$ cat src/rtl/alu4_pkg.sv
package alu4_pkg;

  typedef enum logic [3:0] {
    OP_ADD  = 4'b0000,
    OP_ADDC = 4'b0001,
    OP_SUB  = 4'b0010,
    OP_SUBB = 4'b0011,
    OP_SRL  = 4'b0100,
    OP_SRA  = 4'b0101,
    OP_ROR  = 4'b0110,
    OP_CLR  = 4'b0111,
    OP_OR   = 4'b1000,
    OP_AND  = 4'b1001,
    OP_XOR  = 4'b1010,
    OP_INV  = 4'b1011,
    OP_SHOW = 4'b1100,
    OP_NAND = 4'b1101,
    OP_SLL  = 4'b1110,
    OP_ROL  = 4'b1111
  } alu_op_e;

  function automatic logic is_arith(input alu_op_e op);
    return (op == OP_ADD) || (op == OP_ADDC) || (op == OP_SUB) || (op == OP_SUBB);
  endfunction

endpackage

$ cat src/rtl/fa_cell.sv
module fa_cell (
  input  logic x,
  input  logic y,
  input  logic cin,
  output logic s,
  output logic cout
);

  logic half;

  always_comb begin
    half = x ^ y;
    s    = half ^ cin;
    cout = (x & y) | (half & cin);
  end

endmodule

$ cat src/rtl/ripple_adder.sv
module ripple_adder #(
  parameter int WIDTH = 4
) (
  input  logic [WIDTH-1:0] x,
  input  logic [WIDTH-1:0] y,
  input  logic             cin,
  output logic [WIDTH-1:0] sum,
  output logic             cout
);

  logic [WIDTH:0] chain;

  assign chain[0] = cin;

  for (genvar i = 0; i < WIDTH; i++) begin : g_bit
    fa_cell u_fa (
      .x    (x[i]),
      .y    (y[i]),
      .cin  (chain[i]),
      .s    (sum[i]),
      .cout (chain[i+1])
    );
  end

  assign cout = chain[WIDTH];

  // The cell chain must agree with a plain wide addition
  always_comb begin
    p_chain_sum_r1: assert ({cout, sum} == ({1'b0, x} + {1'b0, y} + {{WIDTH{1'b0}}, cin}))
      else $error("ripple chain disagrees with wide sum");
  end

endmodule

$ cat src/rtl/shift_unit.sv
module shift_unit #(
  parameter int WIDTH = 4
) (
  input  logic [WIDTH-1:0] val,
  input  logic [WIDTH-1:0] amt,
  output logic [WIDTH-1:0] srl_out,
  output logic [WIDTH-1:0] sra_out,
  output logic [WIDTH-1:0] sll_out,
  output logic [WIDTH-1:0] ror_out,
  output logic [WIDTH-1:0] rol_out
);

  localparam int SHW = (WIDTH > 1) ? $clog2(WIDTH) : 1;

  logic           big;
  logic [SHW-1:0] rot;

  always_comb begin
    big = (int'(amt) >= WIDTH);
    rot = amt[SHW-1:0];
  end

  always_comb begin
    if (big) begin
      srl_out = '0;
      sll_out = '0;
      sra_out = {WIDTH{val[WIDTH-1]}};
    end else begin
      srl_out = val >> amt;
      sll_out = val << amt;
      sra_out = WIDTH'($signed(val) >>> amt);
    end
  end

  always_comb begin
    for (int i = 0; i < WIDTH; i++) begin
      ror_out[i] = val[(i + int'(rot)) % WIDTH];
      rol_out[i] = val[(i + WIDTH - int'(rot)) % WIDTH];
    end
  end

  always_comb begin
    // a rotate moves bits, it neither creates nor drops any
    p_rot_keeps_ones_r7: assert ($countones(ror_out) == $countones(val) &&
                                 $countones(rol_out) == $countones(val))
      else $error("rotate changed the ones count");
    // a zero-filled right shift never makes the value larger
    p_srl_not_larger_r5: assert (srl_out <= val)
      else $error("logical right shift grew the value");
    // the sign bit is kept by the arithmetic right shift
    p_sra_sign_r6: assert (sra_out[WIDTH-1] == val[WIDTH-1])
      else $error("arithmetic shift lost the sign bit");
  end

endmodule

$ cat src/rtl/alu4_core.sv
module alu4_core
  import alu4_pkg::*;
#(
  parameter int          WIDTH  = 4,
  parameter int          DISP_W = 16,
  parameter logic [15:0] GLYPH  = 16'h4B56
) (
  input  logic [3:0]  op_a,
  input  logic [3:0]  op_b,
  input  logic        carry_in,
  input  logic [3:0]  opcode,
  output logic [3:0]  result,
  output logic        carry_out,
  output logic        zero_flag,
  output logic [15:0] display
);

  localparam int PAD = DISP_W - 2 - WIDTH;

  alu_op_e    op;
  logic [WIDTH-1:0] add_y;
  logic             add_ci;
  logic [WIDTH-1:0] add_sum;
  logic             add_co;
  logic [WIDTH-1:0] srl_v, sra_v, sll_v, ror_v, rol_v;

  assign op = alu_op_e'(opcode);

  // Operand steering into the shared adder
  always_comb begin
    unique case (op)
      OP_ADDC: begin add_y = op_b;  add_ci = carry_in;  end
      OP_SUB:  begin add_y = ~op_b; add_ci = 1'b1;      end
      OP_SUBB: begin add_y = ~op_b; add_ci = ~carry_in; end
      default: begin add_y = op_b;  add_ci = 1'b0;      end
    endcase
  end

  ripple_adder #(.WIDTH(WIDTH)) u_adder (
    .x    (op_a),
    .y    (add_y),
    .cin  (add_ci),
    .sum  (add_sum),
    .cout (add_co)
  );

  shift_unit #(.WIDTH(WIDTH)) u_shift (
    .val     (op_a),
    .amt     (op_b),
    .srl_out (srl_v),
    .sra_out (sra_v),
    .sll_out (sll_v),
    .ror_out (ror_v),
    .rol_out (rol_v)
  );

  // Result selection
  always_comb begin
    unique case (op)
      OP_ADD, OP_ADDC, OP_SUB, OP_SUBB: result = add_sum;
      OP_SRL:  result = srl_v;
      OP_SRA:  result = sra_v;
      OP_ROR:  result = ror_v;
      OP_OR:   result = op_a | op_b;
      OP_AND:  result = op_a & op_b;
      OP_XOR:  result = op_a ^ op_b;
      OP_INV:  result = ~op_a;
      OP_NAND: result = ~(op_a & op_b);
      OP_SLL:  result = sll_v;
      OP_ROL:  result = rol_v;
      default: result = '0;
    endcase
  end

  // Flags and indicator word
  always_comb begin
    carry_out = is_arith(op) & add_co;
    zero_flag = ~|result;
    if (op == OP_SHOW) display = GLYPH;
    else               display = {zero_flag, carry_out, {PAD{1'b0}}, result};
  end

  always_comb begin
    // no carry leaks out of a non-arithmetic opcode
    p_logic_nocarry_r9: assert (is_arith(op) || !carry_out)
      else $error("carry_out set by non-arithmetic opcode");
    // the clear opcode yields zero and raises the zero flag
    p_clr_zero_r8: assert (op != OP_CLR || (result == '0 && zero_flag))
      else $error("clear opcode produced nonzero result");
    // character mode shows the fixed glyph pair with a zero result
    p_show_glyph_r11: assert (op != OP_SHOW || (display == GLYPH && result == '0 && zero_flag))
      else $error("character mode display wrong");
    // elsewhere the indicator word mirrors result and flags
    p_disp_mirror_r12: assert (op == OP_SHOW ||
                               (display[WIDTH-1:0] == result && display[DISP_W-1] == zero_flag &&
                                display[DISP_W-2] == carry_out))
      else $error("display does not mirror result and flags");
  end

endmodule

$ cat config.mk
export PLATFORM = sky130hd
export DESIGN_NAME = alu4_core
export DESIGN_NICKNAME = d
export VERILOG_FILES = /design/src/rtl/alu4_pkg.sv /design/src/rtl/fa_cell.sv /design/src/rtl/ripple_adder.sv /design/src/rtl/shift_unit.sv /design/src/rtl/alu4_core.sv
export SDC_FILE = /design/constraint.sdc
export NUM_CORES = 1
export LEC_CHECK = 0
export ABC_CLOCK_PERIOD_IN_PS = 8800
export CORE_MARGIN = 2
export CORE_UTILIZATION = 36
export DETAILED_ROUTE_END_ITERATION = 8
export GPL_ROUTABILITY_DRIVEN = 0
export PLACE_DENSITY_LB_ADDON = 0.12
export REMOVE_ABC_BUFFERS = 1
export SYNTH_ARGS = -nofsm -noshare
export SYNTH_HDL_FRONTEND = slang
export SYNTH_SLANG_ARGS = --single-unit
$ cat constraint.sdc
create_clock -name vclk -period 8.8
set_clock_uncertainty 0.1 [all_clocks]
set_input_delay 1.76 -clock vclk [all_inputs]
set_output_delay 1.76 -clock vclk [all_outputs]
set_load 0.02 [all_outputs]
After elaboration in Yosys (flattened, before gate mapping)
Index checks and enable logic that the tools add are counted.

Word-level logic and storage cells: 113. Register bits: 0. Output and inout bits: 22.

Multiplexer cells: 30. Add/subtract/negate cells: 7. Shift operators: 3. Bitwise logic cells: 35. Order comparisons: 9. Reduce and logical (&&, ||, !) cells: 15. Equal/unequal tests: 14.

Operators by type and width (count): $pmux 4 s11 (1); $eq 4x4->1 const B (8); $lt 3x4->1 const B (7); $bmux 1 s2 (8); $mux 16 (1); $mux 4 (4); $reduce_or 2->1 (8); $sub 3x2->4 const A (4); $mux 1 (15); $and 1x1->1 (13); $eq 4x3->1 const B (3); $not 4->4 (3); $eq 4x2->1 const B (2); $reduce_or 4->1 (2); $xor 1x1->1 (8); $add 2x2->2 const A (2); $and 4x4->4 (1); $eq 4x1->1 const B (1); $ge 4x3->1 const B (1); $logic_not 4->1 (1); $or 1x1->1 (4); $or 4x4->4 (1); $shl 4x4->4 (1); $shr 4x4->4 (1); 9 further kinds (13).

Depth between registers and ports, before layout
Depth in word-level cells: 15. Mapped depth: 16. Mapped depth without buffers: 14.

Modules after synthesis
From an unflattened synthesis, not the netlist that was laid out.

Cells, all modules: 170. Area total of the unflattened synthesis: 1290.0 um^2.

By module, submodules not included: alu4_core (times used 1, area an instance 892.1 um^2, sequential area each 0.0 um^2, cells an instance 119); shift_unit (times used 1, area an instance 317.8 um^2, sequential area each 0.0 um^2, cells an instance 47); fa_cell (times used 4, area an instance 20.0 um^2, sequential area each 0.0 um^2, cells an instance 1).

Worst setup path after synthesis
No wires, ideal clock.

Path type: input -> output. Start point: in opcode[3]. End point: out display[15]. Arrival: 5.105 ns. Required time: 6.940 ns. Path slack: 1.835 ns. Stages: 15. Path through: buf_4 buf_4 nor2_1 xnor2_1 fa_1 inv_1 fa_1 inv_1 fa_1 fa_1 nor2_1 nor2_1 a21oi_4 nand4_2 nor4_2.

Longest elaborated chain between the ends: 15. Elaborated cells on any way between the ends: 40. Classes of those cells: eq/ne (14); mux (4); bitwise (17); reduce/logical (5).

Ends and longest elaborated chain: start, declared (RTL line alu4_core.sv:11) `input logic [3:0] opcode,`; $eq 4x2->1 (RTL line alu4_core.sv:31, alu4_core.sv:59); $reduce_or 2->1 (no line); $mux 4; $xor 1x1->1 (RTL line fa_cell.sv:12) `half = x ^ y;`; $and 1x1->1 (RTL line fa_cell.sv:14) `cout = (x & y) | (half & cin);`; $or 1x1->1 (RTL line fa_cell.sv:14); $and 1x1->1 (RTL line fa_cell.sv:14); $or 1x1->1 (RTL line fa_cell.sv:14); $and 1x1->1 (RTL line fa_cell.sv:14); $or 1x1->1 (RTL line fa_cell.sv:14); $xor 1x1->1 (RTL line fa_cell.sv:13) `s = half ^ cin;`; $pmux 4 s11 * (RTL line alu4_core.sv:59) `unique case (op)`; via result[3] (RTL line alu4_core.sv:12) `output logic [3:0] result,`; $reduce_or 4->1 * (RTL line alu4_core.sv:78) `zero_flag = ~|result;`; $logic_not 1->1 * (RTL line alu4_core.sv:78); $mux 16 * (RTL line alu4_core.sv:79) `if (op == OP_SHOW) display = GLYPH;`; end, declared (RTL line alu4_core.sv:15) `output logic [15:0] display`.

The timed path passes the listed nets; every way through them passes the cells marked *.

Worst setup path in the final report
Start point: in opcode[1]. End point: out display[15].

Longest elaborated chain between the ends: 15. Elaborated cells on any way between the ends: 40. Classes of those cells: eq/ne (14); mux (4); bitwise (17); reduce/logical (5).

Ends and longest elaborated chain (RTL line): $eq 4x2->1 (alu4_core.sv:31, alu4_core.sv:59); $reduce_or 2->1 (no line); $mux 4; $xor 1x1->1 (fa_cell.sv:12); $and 1x1->1 (fa_cell.sv:14); $or 1x1->1 (fa_cell.sv:14); $and 1x1->1 (fa_cell.sv:14); $or 1x1->1 (fa_cell.sv:14); $and 1x1->1 (fa_cell.sv:14); $or 1x1->1 (fa_cell.sv:14); $xor 1x1->1 (fa_cell.sv:13); $pmux 4 s11 (alu4_core.sv:59); $reduce_or 4->1 (alu4_core.sv:78); $logic_not 1->1 (alu4_core.sv:78); $mux 16 * (alu4_core.sv:79).

Every way passes the cells marked *; elsewhere a longest branch is shown, timed or not.

==> run_results.csv <==
group,metric,value,unit
timing,fin_ws,0.911,ns
setup_path,worstPathMaxFanout,21,
timing,final.setup.tns,0,ns
power,peakVddDrop,0.0324,mV
drt,ant_nets,0,
setup_path,cp.arrival,6.03,ns
global_route,grt_pass1_vias,1239,
global_route,grt_usage,17.6,%
floorplan,rows,22,
layout,seq_cell_count,0,
yosys,synth_area,0.00136,mm2
drt,drc,0,
layout,nets,222,
layout,fin_util,43.3,%
drt,wl,3.74,mm
global_route,antenna_found_initial,0,
timing,holdWs,4.76,ns
yosys,yosysTopAreaCell,"ha_1",
layout,diodes,0,
yosys,postSynthCellCount,181,
setup_path,end_kind,"primary output",
drt,via_count,1356,
timing,setup_violations,0,
placed_design,portBuffers,30,
job,drv_cap,0,
yosys,synth_top_area_share,8.26,%
setup_path,crit_type,"in -> out",
global_route,grt_max_degree,26,
timing,tightest_slew,0.614,ns
timing,max_clock_freq,127,MHz
min_path,holdCritPathClass,"in -> out",
yosys,synth.area.top_cells,"ha_1 8.3%, buf_4 7.2%, fa_1 5.9%",
timing,hold_violations,0,
floorplan,die_x,65.5,um
layout,final_cell_area,0.00159,mm2
outcome,status,"complete, no violations",
layout,drive_gt1_share,9.28,%
timing,rsz0062_at_grt,"false",
yosys,synth_cell_types,50,
power,leakage,0.602,nW
drt,viasPerCell,5.60,
timing,slew_viol_final,0,
setup_path,start_kind,"input port",
floorplan,num_io_pins,35,
layout,fillCellCount,371,
timing,slew-limit-headroom,59.0,%
drt,first_iter_violations,85,
clock_network,cts-hold-fix-buffers,0,
floorplan,fp.coreArea,0.00366,mm2
placed_design,hpwl,2.80,mm
yosys,ys_seq_area_share,0,%
yosys,postSynthAreaPerCell,7.53,um2
placed_design,placed_area,0.00159,mm2
timing,post-route-period-util,89.6,%
clock_network,cts_setup_buffers,0,
setup_path,required,6.94,ns
global_route,grt_pass1_wl,6.13,mm
drt,first_pass_iters,4,
floorplan,fp.dieArea,0.00429,mm2
layout,area_growth,16.3,%
floorplan,start_util,37.2,%
yosys,yosys_warnings,0,
drt,wire_per_inst,15.4,um
layout,nClkBuffers,0,
power,power.density,62.7,mW/mm2
clock_network,ctsResizeCount,0,
floorplan,die_h,65.5,um
placed_design,pre_cts_ws,0.885,ns
timing,period_needed,7.89,ns
layout,register_area,0,um2
global_route,grt_remaining_overflow,0,
-- cells in the final DEF (no fill, tap or decap), types with 3 or more instances in the layout --
cell,count
inv_1,12
clkdlybuf4s50_1,30
nand2_1,6
nor2b_1,6
nor3_1,7
nand3_1,8
fa_1,4
xnor2_1,5
nor2_1,8
xor2_1,3
mux2i_1,8
nand3b_1,7
conb_1,5
o21ai_0,4
a21oi_1,11
nand2b_1,9
nand4b_1,3
o22ai_1,3
nor4_2,4
nand4_1,6
ha_1,9
buf_4,5
-- metal layers --
metal	global-route usage [%]	share of wire [%]	vias to the layer above
met5	0	0	-
met4	1.04	0.27	0
met3	0.856	7.9	2
met2	29.6	48	64
met1	26.0	44	626
li1	-	-	664
-- cell usage after synthesis (2+ instances only) --
| master | count |
|---|---|
| a21oi_1 | 11 |
| a311oi_1 | 2 |
| a32o_1 | 2 |
| buf_2 | 5 |
| buf_4 | 13 |
| buf_6 | 5 |
| clkbuf_1 | 2 |
| fa_1 | 4 |
| ha_1 | 9 |
| inv_1 | 12 |
| mux2i_1 | 8 |
| nand2_1 | 6 |
| nand2b_1 | 9 |
| nand3_1 | 8 |
| nand3b_1 | 7 |
| nand4_1 | 6 |
| nand4b_1 | 3 |
| nor2_1 | 8 |
| nor2b_1 | 6 |
| nor3_1 | 7 |
| nor4_2 | 4 |
| nor4b_1 | 2 |
| o211ai_1 | 2 |
| o21ai_0 | 4 |
| o22ai_1 | 3 |
| or2_2 | 2 |
| or3b_2 | 2 |
| xnor2_1 | 5 |
| xor2_1 | 3 |
-- critical path, stage by stage --
cell and delay, ns:
clkdlybuf4s50_1 0.46, buf_4 0.24, nand2b_1 0.13, nor2_1 0.32
xnor2_1 0.14, fa_1 0.39, inv_1 0.08, fa_1 0.15
inv_1 0.05, fa_1 0.41, fa_1 0.45, nor2_1 0.10
nor2_1 0.08, a21oi_4 0.17, nand4_2 0.16, nor4_2 0.30
clkdlybuf4s50_1 0.64
-- area by class of cell --
type               count  area, um2  area share (%)
repair buffers        35        338            21.3
inverters             12       45.0            2.84
well taps             48       60.1            3.79
multi-input cells    147       1140            72.1
-- path summary, 6_finish.rpt --
check / start / to / slack (ns) / cells past startpoint
hold / removal: opcode[3] / carry_out / 4.76 / 4
setup / recovery: opcode[1] / display[15] / 0.91 / 17
-- report_power, final --
group,internal (mW),switching [mW],leakage [nW]
Combinational,0.0436,0.0559,0.602
Sequential,0,0,0
Clock,0,0,0
Total,0.0436,0.0559,0.602
-- stage by stage --
stage | cells | power (mW)
finish | 242 | 0.0995
CTS | 242 | 0.0998
floorplan | 159 | 0.0540
detailed placement | 242 | 0.0995
global placement | 242 | 0.0994
global route | 242 | 0.109
-- cells by family (layout without fill, tap and decap cells) --
logic type / after synthesis / after routing / synth area share, %
mux: 9 / 9 / 7.53
compound gates: 32 / 32 / 16.1
other cells: 1 / 5 / 0.275
simple gates: 80 / 80 / 39.6
fa+ha+maj: 13 / 13 / 14.1
buf+inv: 38 / 47 / 17.3
xor+xnor: 8 / 8 / 5.14
No activity file was read; power rests on OpenSTA's default activity.
